--- src/rtl/accctl_pkg.sv ---
package accctl_pkg;

    localparam int OP_W_DEF = 2;

    // opcode line indices (fixed by the instruction encoding)
    localparam int OP_LOAD  = 0;
    localparam int OP_STORE = 1;
    localparam int OP_ADD   = 2;
    localparam int OP_MUL   = 3;

    // instruction-cycle code; 2'b01 and 2'b11 are not used
    typedef enum logic [1:0] {
        CYC_FETCH = 2'b00,
        CYC_EXEC  = 2'b10
    } cyc_e;

    typedef enum logic [1:0] {
        PH_T1 = 2'd0,
        PH_T2 = 2'd1,
        PH_T3 = 2'd2
    } phase_e;

    typedef struct packed {
        logic bus_en;
        logic mem_rd;
        logic mem_wr;
        logic mar_ld_pc;
        logic mar_ld_ir;
        logic mbr_ld_mem;
        logic mbr_ld_ac;
        logic ir_ld_mbr;
        logic ac_ld_mbr;
        logic pc_inc2;
        logic alu_a_oe;
        logic alu_b_oe;
        logic ac_ld_alu;
        logic alu_add;
        logic alu_mul;
    } ctl_word_t;

    function automatic phase_e phase_step(input phase_e ph);
        case (ph)
            PH_T1:   return PH_T2;
            PH_T2:   return PH_T3;
            default: return PH_T1;
        endcase
    endfunction

endpackage

--- src/rtl/accctl_sequencer.sv ---
module accctl_sequencer
    import accctl_pkg::*;
(
    input  logic clk,
    input  logic rst,
    input  logic store_line,
    output logic in_fetch,
    output logic in_exec,
    output logic ph_t1,
    output logic ph_t2,
    output logic ph_t3
);

    cyc_e   cyc_q, cyc_d;
    phase_e ph_q, ph_d;

    always_comb begin
        cyc_d = cyc_q;
        ph_d  = phase_step(ph_q);
        case (cyc_q)
            CYC_FETCH: begin
                if (ph_q == PH_T3) begin
                    cyc_d = CYC_EXEC;
                    ph_d  = PH_T1;
                end
            end
            CYC_EXEC: begin
                if (ph_q == PH_T3 || (ph_q == PH_T2 && store_line)) begin
                    cyc_d = CYC_FETCH;
                    ph_d  = PH_T1;
                end
            end
            default: begin
                cyc_d = CYC_FETCH;
                ph_d  = PH_T1;
            end
        endcase
    end

    always_ff @(posedge clk) begin
        if (rst) begin
            cyc_q <= CYC_FETCH;
            ph_q  <= PH_T1;
        end else begin
            cyc_q <= cyc_d;
            ph_q  <= ph_d;
        end
    end

    assign in_fetch = (cyc_q == CYC_FETCH);
    assign in_exec  = (cyc_q == CYC_EXEC);
    assign ph_t1    = (ph_q == PH_T1);
    assign ph_t2    = (ph_q == PH_T2);
    assign ph_t3    = (ph_q == PH_T3);

    a_r3_fetch_enters_exec: assert property (@(posedge clk) disable iff (rst)
        (in_fetch && ph_t3) |=> (in_exec && ph_t1));

    a_r9_exec_t3_back_to_fetch: assert property (@(posedge clk) disable iff (rst)
        (in_exec && ph_t3) |=> (in_fetch && ph_t1));

    a_r6_store_ends_at_t2: assert property (@(posedge clk) disable iff (rst)
        (in_exec && ph_t2 && store_line) |=> (in_fetch && ph_t1));

    a_r9_one_phase: assert property (@(posedge clk) disable iff (rst)
        $onehot({ph_t1, ph_t2, ph_t3}));

endmodule

--- src/rtl/accctl_opdecode.sv ---
module accctl_opdecode #(
    parameter  int OP_W    = 2,
    localparam int NUM_OPS = 1 << OP_W
) (
    input  logic               clk,
    input  logic               rst,
    input  logic [OP_W-1:0]    opcode,
    input  logic               enable,
    output logic [NUM_OPS-1:0] op_lines
);

    for (genvar k = 0; k < NUM_OPS; k++) begin : g_line
        assign op_lines[k] = enable && (opcode == OP_W'(k));
    end

    a_r4_lines_onehot: assert property (@(posedge clk) disable iff (rst)
        enable |-> $onehot(op_lines));

endmodule

--- src/rtl/accctl_equations.sv ---
module accctl_equations
    import accctl_pkg::*;
#(
    parameter int NUM_OPS = 4
) (
    input  logic               in_fetch,
    input  logic               in_exec,
    input  logic               ph_t1,
    input  logic               ph_t2,
    input  logic               ph_t3,
    input  logic [NUM_OPS-1:0] op_lines,
    output ctl_word_t          ctl
);

    logic i0, i1, i2, i3, any_op, rd_op, alu_op;

    assign i0     = op_lines[OP_LOAD];
    assign i1     = op_lines[OP_STORE];
    assign i2     = op_lines[OP_ADD];
    assign i3     = op_lines[OP_MUL];
    assign any_op = i0 | i1 | i2 | i3;
    assign rd_op  = i0 | i2 | i3;
    assign alu_op = i2 | i3;

    always_comb begin
        ctl            = '0;
        ctl.mar_ld_pc  = in_fetch & ph_t1;
        ctl.pc_inc2    = in_fetch & ph_t2;
        ctl.ir_ld_mbr  = in_fetch & ph_t3;
        ctl.bus_en     = (in_fetch & ph_t2) | (in_exec & any_op & ph_t2);
        ctl.mbr_ld_mem = (in_fetch & ph_t2) | (in_exec & rd_op & ph_t2);
        ctl.mem_rd     = (in_fetch & ph_t2) | (in_exec & rd_op & ph_t2);
        ctl.mar_ld_ir  = in_exec & any_op & ph_t1;
        ctl.mbr_ld_ac  = in_exec & i1 & ph_t1;
        ctl.mem_wr     = in_exec & i1 & ph_t2;
        ctl.ac_ld_mbr  = in_exec & i0 & ph_t3;
        ctl.alu_a_oe   = in_exec & alu_op & ph_t3;
        ctl.alu_b_oe   = in_exec & alu_op & ph_t3;
        ctl.ac_ld_alu  = in_exec & alu_op & ph_t3;
        ctl.alu_add    = in_exec & i2 & ph_t3;
        ctl.alu_mul    = in_exec & i3 & ph_t3;
    end

endmodule

--- src/rtl/acc_ctl_unit.sv ---
module acc_ctl_unit
    import accctl_pkg::*;
#(
    parameter int OP_W = OP_W_DEF
) (
    input  logic            clk,
    input  logic            rst,
    input  logic [OP_W-1:0] opcode,
    output logic            bus_en,
    output logic            mem_rd,
    output logic            mem_wr,
    output logic            mar_ld_pc,
    output logic            mar_ld_ir,
    output logic            mbr_ld_mem,
    output logic            mbr_ld_ac,
    output logic            ir_ld_mbr,
    output logic            ac_ld_mbr,
    output logic            pc_inc2,
    output logic            alu_a_oe,
    output logic            alu_b_oe,
    output logic            ac_ld_alu,
    output logic            alu_add,
    output logic            alu_mul
);

    localparam int NUM_OPS = 1 << OP_W;

    logic               in_fetch, in_exec, ph_t1, ph_t2, ph_t3;
    logic [NUM_OPS-1:0] op_lines;
    ctl_word_t          ctl;

    accctl_opdecode #(.OP_W(OP_W)) u_dec (
        .clk      (clk),
        .rst      (rst),
        .opcode   (opcode),
        .enable   (in_exec),
        .op_lines (op_lines)
    );

    accctl_sequencer u_seq (
        .clk        (clk),
        .rst        (rst),
        .store_line (op_lines[OP_STORE]),
        .in_fetch   (in_fetch),
        .in_exec    (in_exec),
        .ph_t1      (ph_t1),
        .ph_t2      (ph_t2),
        .ph_t3      (ph_t3)
    );

    accctl_equations #(.NUM_OPS(NUM_OPS)) u_eq (
        .in_fetch (in_fetch),
        .in_exec  (in_exec),
        .ph_t1    (ph_t1),
        .ph_t2    (ph_t2),
        .ph_t3    (ph_t3),
        .op_lines (op_lines),
        .ctl      (ctl)
    );

    assign bus_en     = ctl.bus_en;
    assign mem_rd     = ctl.mem_rd;
    assign mem_wr     = ctl.mem_wr;
    assign mar_ld_pc  = ctl.mar_ld_pc;
    assign mar_ld_ir  = ctl.mar_ld_ir;
    assign mbr_ld_mem = ctl.mbr_ld_mem;
    assign mbr_ld_ac  = ctl.mbr_ld_ac;
    assign ir_ld_mbr  = ctl.ir_ld_mbr;
    assign ac_ld_mbr  = ctl.ac_ld_mbr;
    assign pc_inc2    = ctl.pc_inc2;
    assign alu_a_oe   = ctl.alu_a_oe;
    assign alu_b_oe   = ctl.alu_b_oe;
    assign ac_ld_alu  = ctl.ac_ld_alu;
    assign alu_add    = ctl.alu_add;
    assign alu_mul    = ctl.alu_mul;

    a_r9_rd_wr_exclusive: assert property (@(posedge clk) disable iff (rst)
        !(mem_rd && mem_wr));

    a_r9_mar_single_source: assert property (@(posedge clk) disable iff (rst)
        !(mar_ld_pc && mar_ld_ir));

    a_r3_fetch_ignores_opcode: assert property (@(posedge clk) disable iff (rst)
        in_fetch |-> !(mem_wr || mbr_ld_ac || ac_ld_mbr || alu_add || alu_mul || mar_ld_ir));

    a_r8_alu_select_exclusive: assert property (@(posedge clk) disable iff (rst)
        $onehot0({alu_add, alu_mul, ac_ld_mbr}));

endmodule

--- config.mk ---
export PLATFORM = sky130hd
export DESIGN_NAME = acc_ctl_unit
export DESIGN_NICKNAME = d
export VERILOG_FILES = /design/src/rtl/accctl_pkg.sv /design/src/rtl/accctl_sequencer.sv /design/src/rtl/accctl_opdecode.sv /design/src/rtl/accctl_equations.sv /design/src/rtl/acc_ctl_unit.sv
export SDC_FILE = /design/constraint.sdc
export NUM_CORES = 1
export LEC_CHECK = 0
export CAP_MARGIN = 20
export CORE_AREA = 10 10 47 49
export DETAILED_ROUTE_END_ITERATION = 10
export DIE_AREA = 0 0 57 59
export DONT_BUFFER_PORTS = 1
export PLACE_DENSITY_LB_ADDON = 0.3
export RECOVER_POWER = 25
export SLEW_MARGIN = 0
export SYNTH_ARGS = -nofsm -noshare
export SYNTH_HDL_FRONTEND = slang
export SYNTH_HIERARCHICAL = 1
export SYNTH_SLANG_ARGS = --single-unit
--- constraint.sdc ---
create_clock -name clk -period 1.7 [get_ports clk]
set_clock_uncertainty 0.05 [all_clocks]
set_input_delay 0.255 -clock clk [delete_from_list [all_inputs] [get_ports clk]]
set_output_delay 0.255 -clock clk [all_outputs]
set_load 0.05 [all_outputs]
==> results.md <==
* Chip height at 59 um
* DRC violations left at 0
* Slowest stage cell, crit path: dfxtp_4
* Delay-heaviest family, CP: simple AND/OR/NAND/NOR gates
* Clk buf depth at 2
* Clk sinks at 3
* Pleak at 0.265 nW
* Placed insts at 62
* Worst-path fanout max at 5
* Data arrival, critical path at 1.40 ns
* Synth cell count leaders: and3_1, nand2_1, nor2_1
* 1st-iter DRT viols at 3
* Core area at 0.00140 mm2
* Critical path class: flip-flop to output port
* Final hold viol count at 0
* Dominant synthesized flop cell: dfxtp_1
* Pin count of the biggest net entering global routing at 10
* Max-cap violation count at 0
* Total Routing Usage GR at 6.00%
* CP Cell Sequence: and3b_2, nor4_4, o21bai_2, buf_12
* Antenna viol nets, final at 0
* Register area share after synthesis at 19.7%
* Setup repair after global routing missed its margin: yes
* Clk root buf: clkbuf_4
* Yosys warnings at 6
* CTS buffer count at 3
* Worst Max-Slew Pin Slew at 0.308 ns
* P per Cell Area at 641 mW/mm2
* Die area at 0.00336 mm2
* Post-synthesis average cell area at 8.25 um2
* WHS Path Cells at 1
* Final nets at 58
* IO Port Bufs at 0
* Via count at 310
* Vias per cell at 4.49
* CTS tree: done
* Post-Syn Area at 305 um2
* Final HPWL DP at 681 um
* Final setup fails at 1
* Synth area leaders: dfxtp_1, and3_1, buf_4
* Async SR Flop Fraction at 0%
* EDFF count, synth at 0
* Period Utilization, post-route at 100%
* Worst path required time at 1.39 ns
* Setup crit end kind: output port
* Final min period at 1.70 ns
* Area leader, netlist: dfxtp_1
* Clock-pin slew on the worst setup and hold paths at 0.04 ns
* Crit path depth at 4
* Critical Path Max Stage Delay at 0.34 ns
* Crit path buf inv count at 1
* Total Power at 0.376 mW
* Post-Syn Instances at 37
* Tightest Hold Check Type: input pin to flip-flop
* Failing checks: setup timing
* Clk_lat worst skew at 0.23 ns
* WHS at 0.0236 ns
* TritonRoute pass-1 iters at 3
* Fmax at 587 MHz
* Initial core utilization at 21.8%
* N_diodes at 0
* H-tree levels at 1
* Slew headroom at 79.5%
* # rows at 14
* Final setup margin at -0.00257 ns
* Dpl ws at 0.153 ns
* Congestion Overflow GR at 0
* Mapped Nets at 41
* VDD IR-drop max at 0.233 mV
* Layout cells sized above 1 at 62.3%
* Status: complete, but fails checks
* First-pass GRT wire length at 1550 um
* Initial antenna violation count at 0
* Pins over their slew limit at 0
* Die Wd at 57 um
* CP startpoint kind: flip-flop
* Layout area overhead at 91.8%
* Area fraction of the dominant cell type after synthesis at 19.7%
* Drt wl/cell at 12.9 um
* Routability cong. at 0.681
* Final Cell Area at 586 um2
* R2R depth at 4
* Number of global-route vias before repair at 326
* Seq cells post-synth at 3
* Final WL at 892 um
* Io pins at 19
* Placed cell area at 508 um2
* Final Non-Filler Cells at 69
* Library cells used by synthesis at 20
-- timing repair --
action | CTS | global route
endpoints found under the setup margin | 5 | 4
buffers inserted | 3 | 0
pin swaps | 5 | 5
hold buffers | 0 | 0
resized for setup | 4 | 5
hold endpoints to repair | 0 | 0
gates cloned | 0 | 0
-- area by class of cell --
| type | instances | area (um2) |
|---|---|---|
| fillers | 145 | 816 |
| multi-input cells | 30 | 255 |
| repair buffers | 15 | 213 |
| flip-flops and latches | 3 | 63.8 |
| clock buffers | 4 | 26.3 |
| well taps | 16 | 20.0 |
| inverters | 1 | 7.51 |
-- registers in the layout (all words and copies together) (netlist names) --
name / flops
u_seq/ph_q: 2
u_seq/cyc_q: 1
-- layout by cell type (no fill, tap or decap) --
cell type | synthesis | layout
a211oi_2 | 1 | 1
and2_1 | 3 | 3
and2b_4 | 1 | 1
and3_1 | 4 | 4
and3_2 | 2 | 1
and3_4 | 0 | 1
and3b_2 | 0 | 2
buf_12 | 0 | 8
buf_4 | 3 | 7
clkbuf_1 | 0 | 1
clkbuf_4 | 0 | 3
clkinvlp_4 | 0 | 1
dfxtp_1 | 3 | 2
dfxtp_4 | 0 | 1
nand2_1 | 4 | 4
nor2_1 | 4 | 2
nor2_2 | 0 | 2
nor2b_4 | 1 | 1
nor3_1 | 1 | 1
nor3b_4 | 0 | 1
nor4_4 | 1 | 2
o211a_1 | 1 | 1
o21ai_1 | 0 | 1
o21bai_2 | 0 | 1
xnor2_1 | 1 | 1
-- metal layers --
metal | GRT usage, % | up-vias | share of wire, %
met2 | 8.06 | 12 | 50
met5 | 0 | - | 0
met4 | 7.05 | 0 | 2.4
met3 | 2.36 | 2 | 7.8
li1 | - | 160 | -
met1 | 6.52 | 136 | 39
-- worst paths after layout --
path / slack (ns) / to / start
setup / recovery: -0.003 / bus_en / u_seq/cyc_q[1]
hold / removal: 0.02 / u_seq/cyc_q[1] / rst
setup reg to reg: 0.61 / u_seq/cyc_q[1] / u_seq/cyc_q[1]
hold reg to reg: 0.41 / u_seq/ph_q[0] / u_seq/ph_q[1]
-- cell families after synthesis --
group	after synthesis	share of synthesized area, %
compound gates	4	11.5
xor+xnor	1	2.87
buf+inv	4	8.60
flops	3	19.7
simple gates	25	57.4
-- report_power, final --
group	switching (mW)	internal, mW	total [mW]
registers	0.00635	0.0763	0.0826
logic	0.101	0.0675	0.169
clock network	0.0363	0.0879	0.124
total	0.144	0.232	0.376
-- metrics by stage --
stage / utilization [%] / TNS (ns)
after global routing: 41.8 / -0.122
after CTS: 40.2 / -0.104
after global placement: 36.3 / 0
after floorplan: - / -0.482
after detailed placement: 36.3 / 0
final: 41.8 / -0.00257
Note: power is estimated with default switching activity, not from simulation.
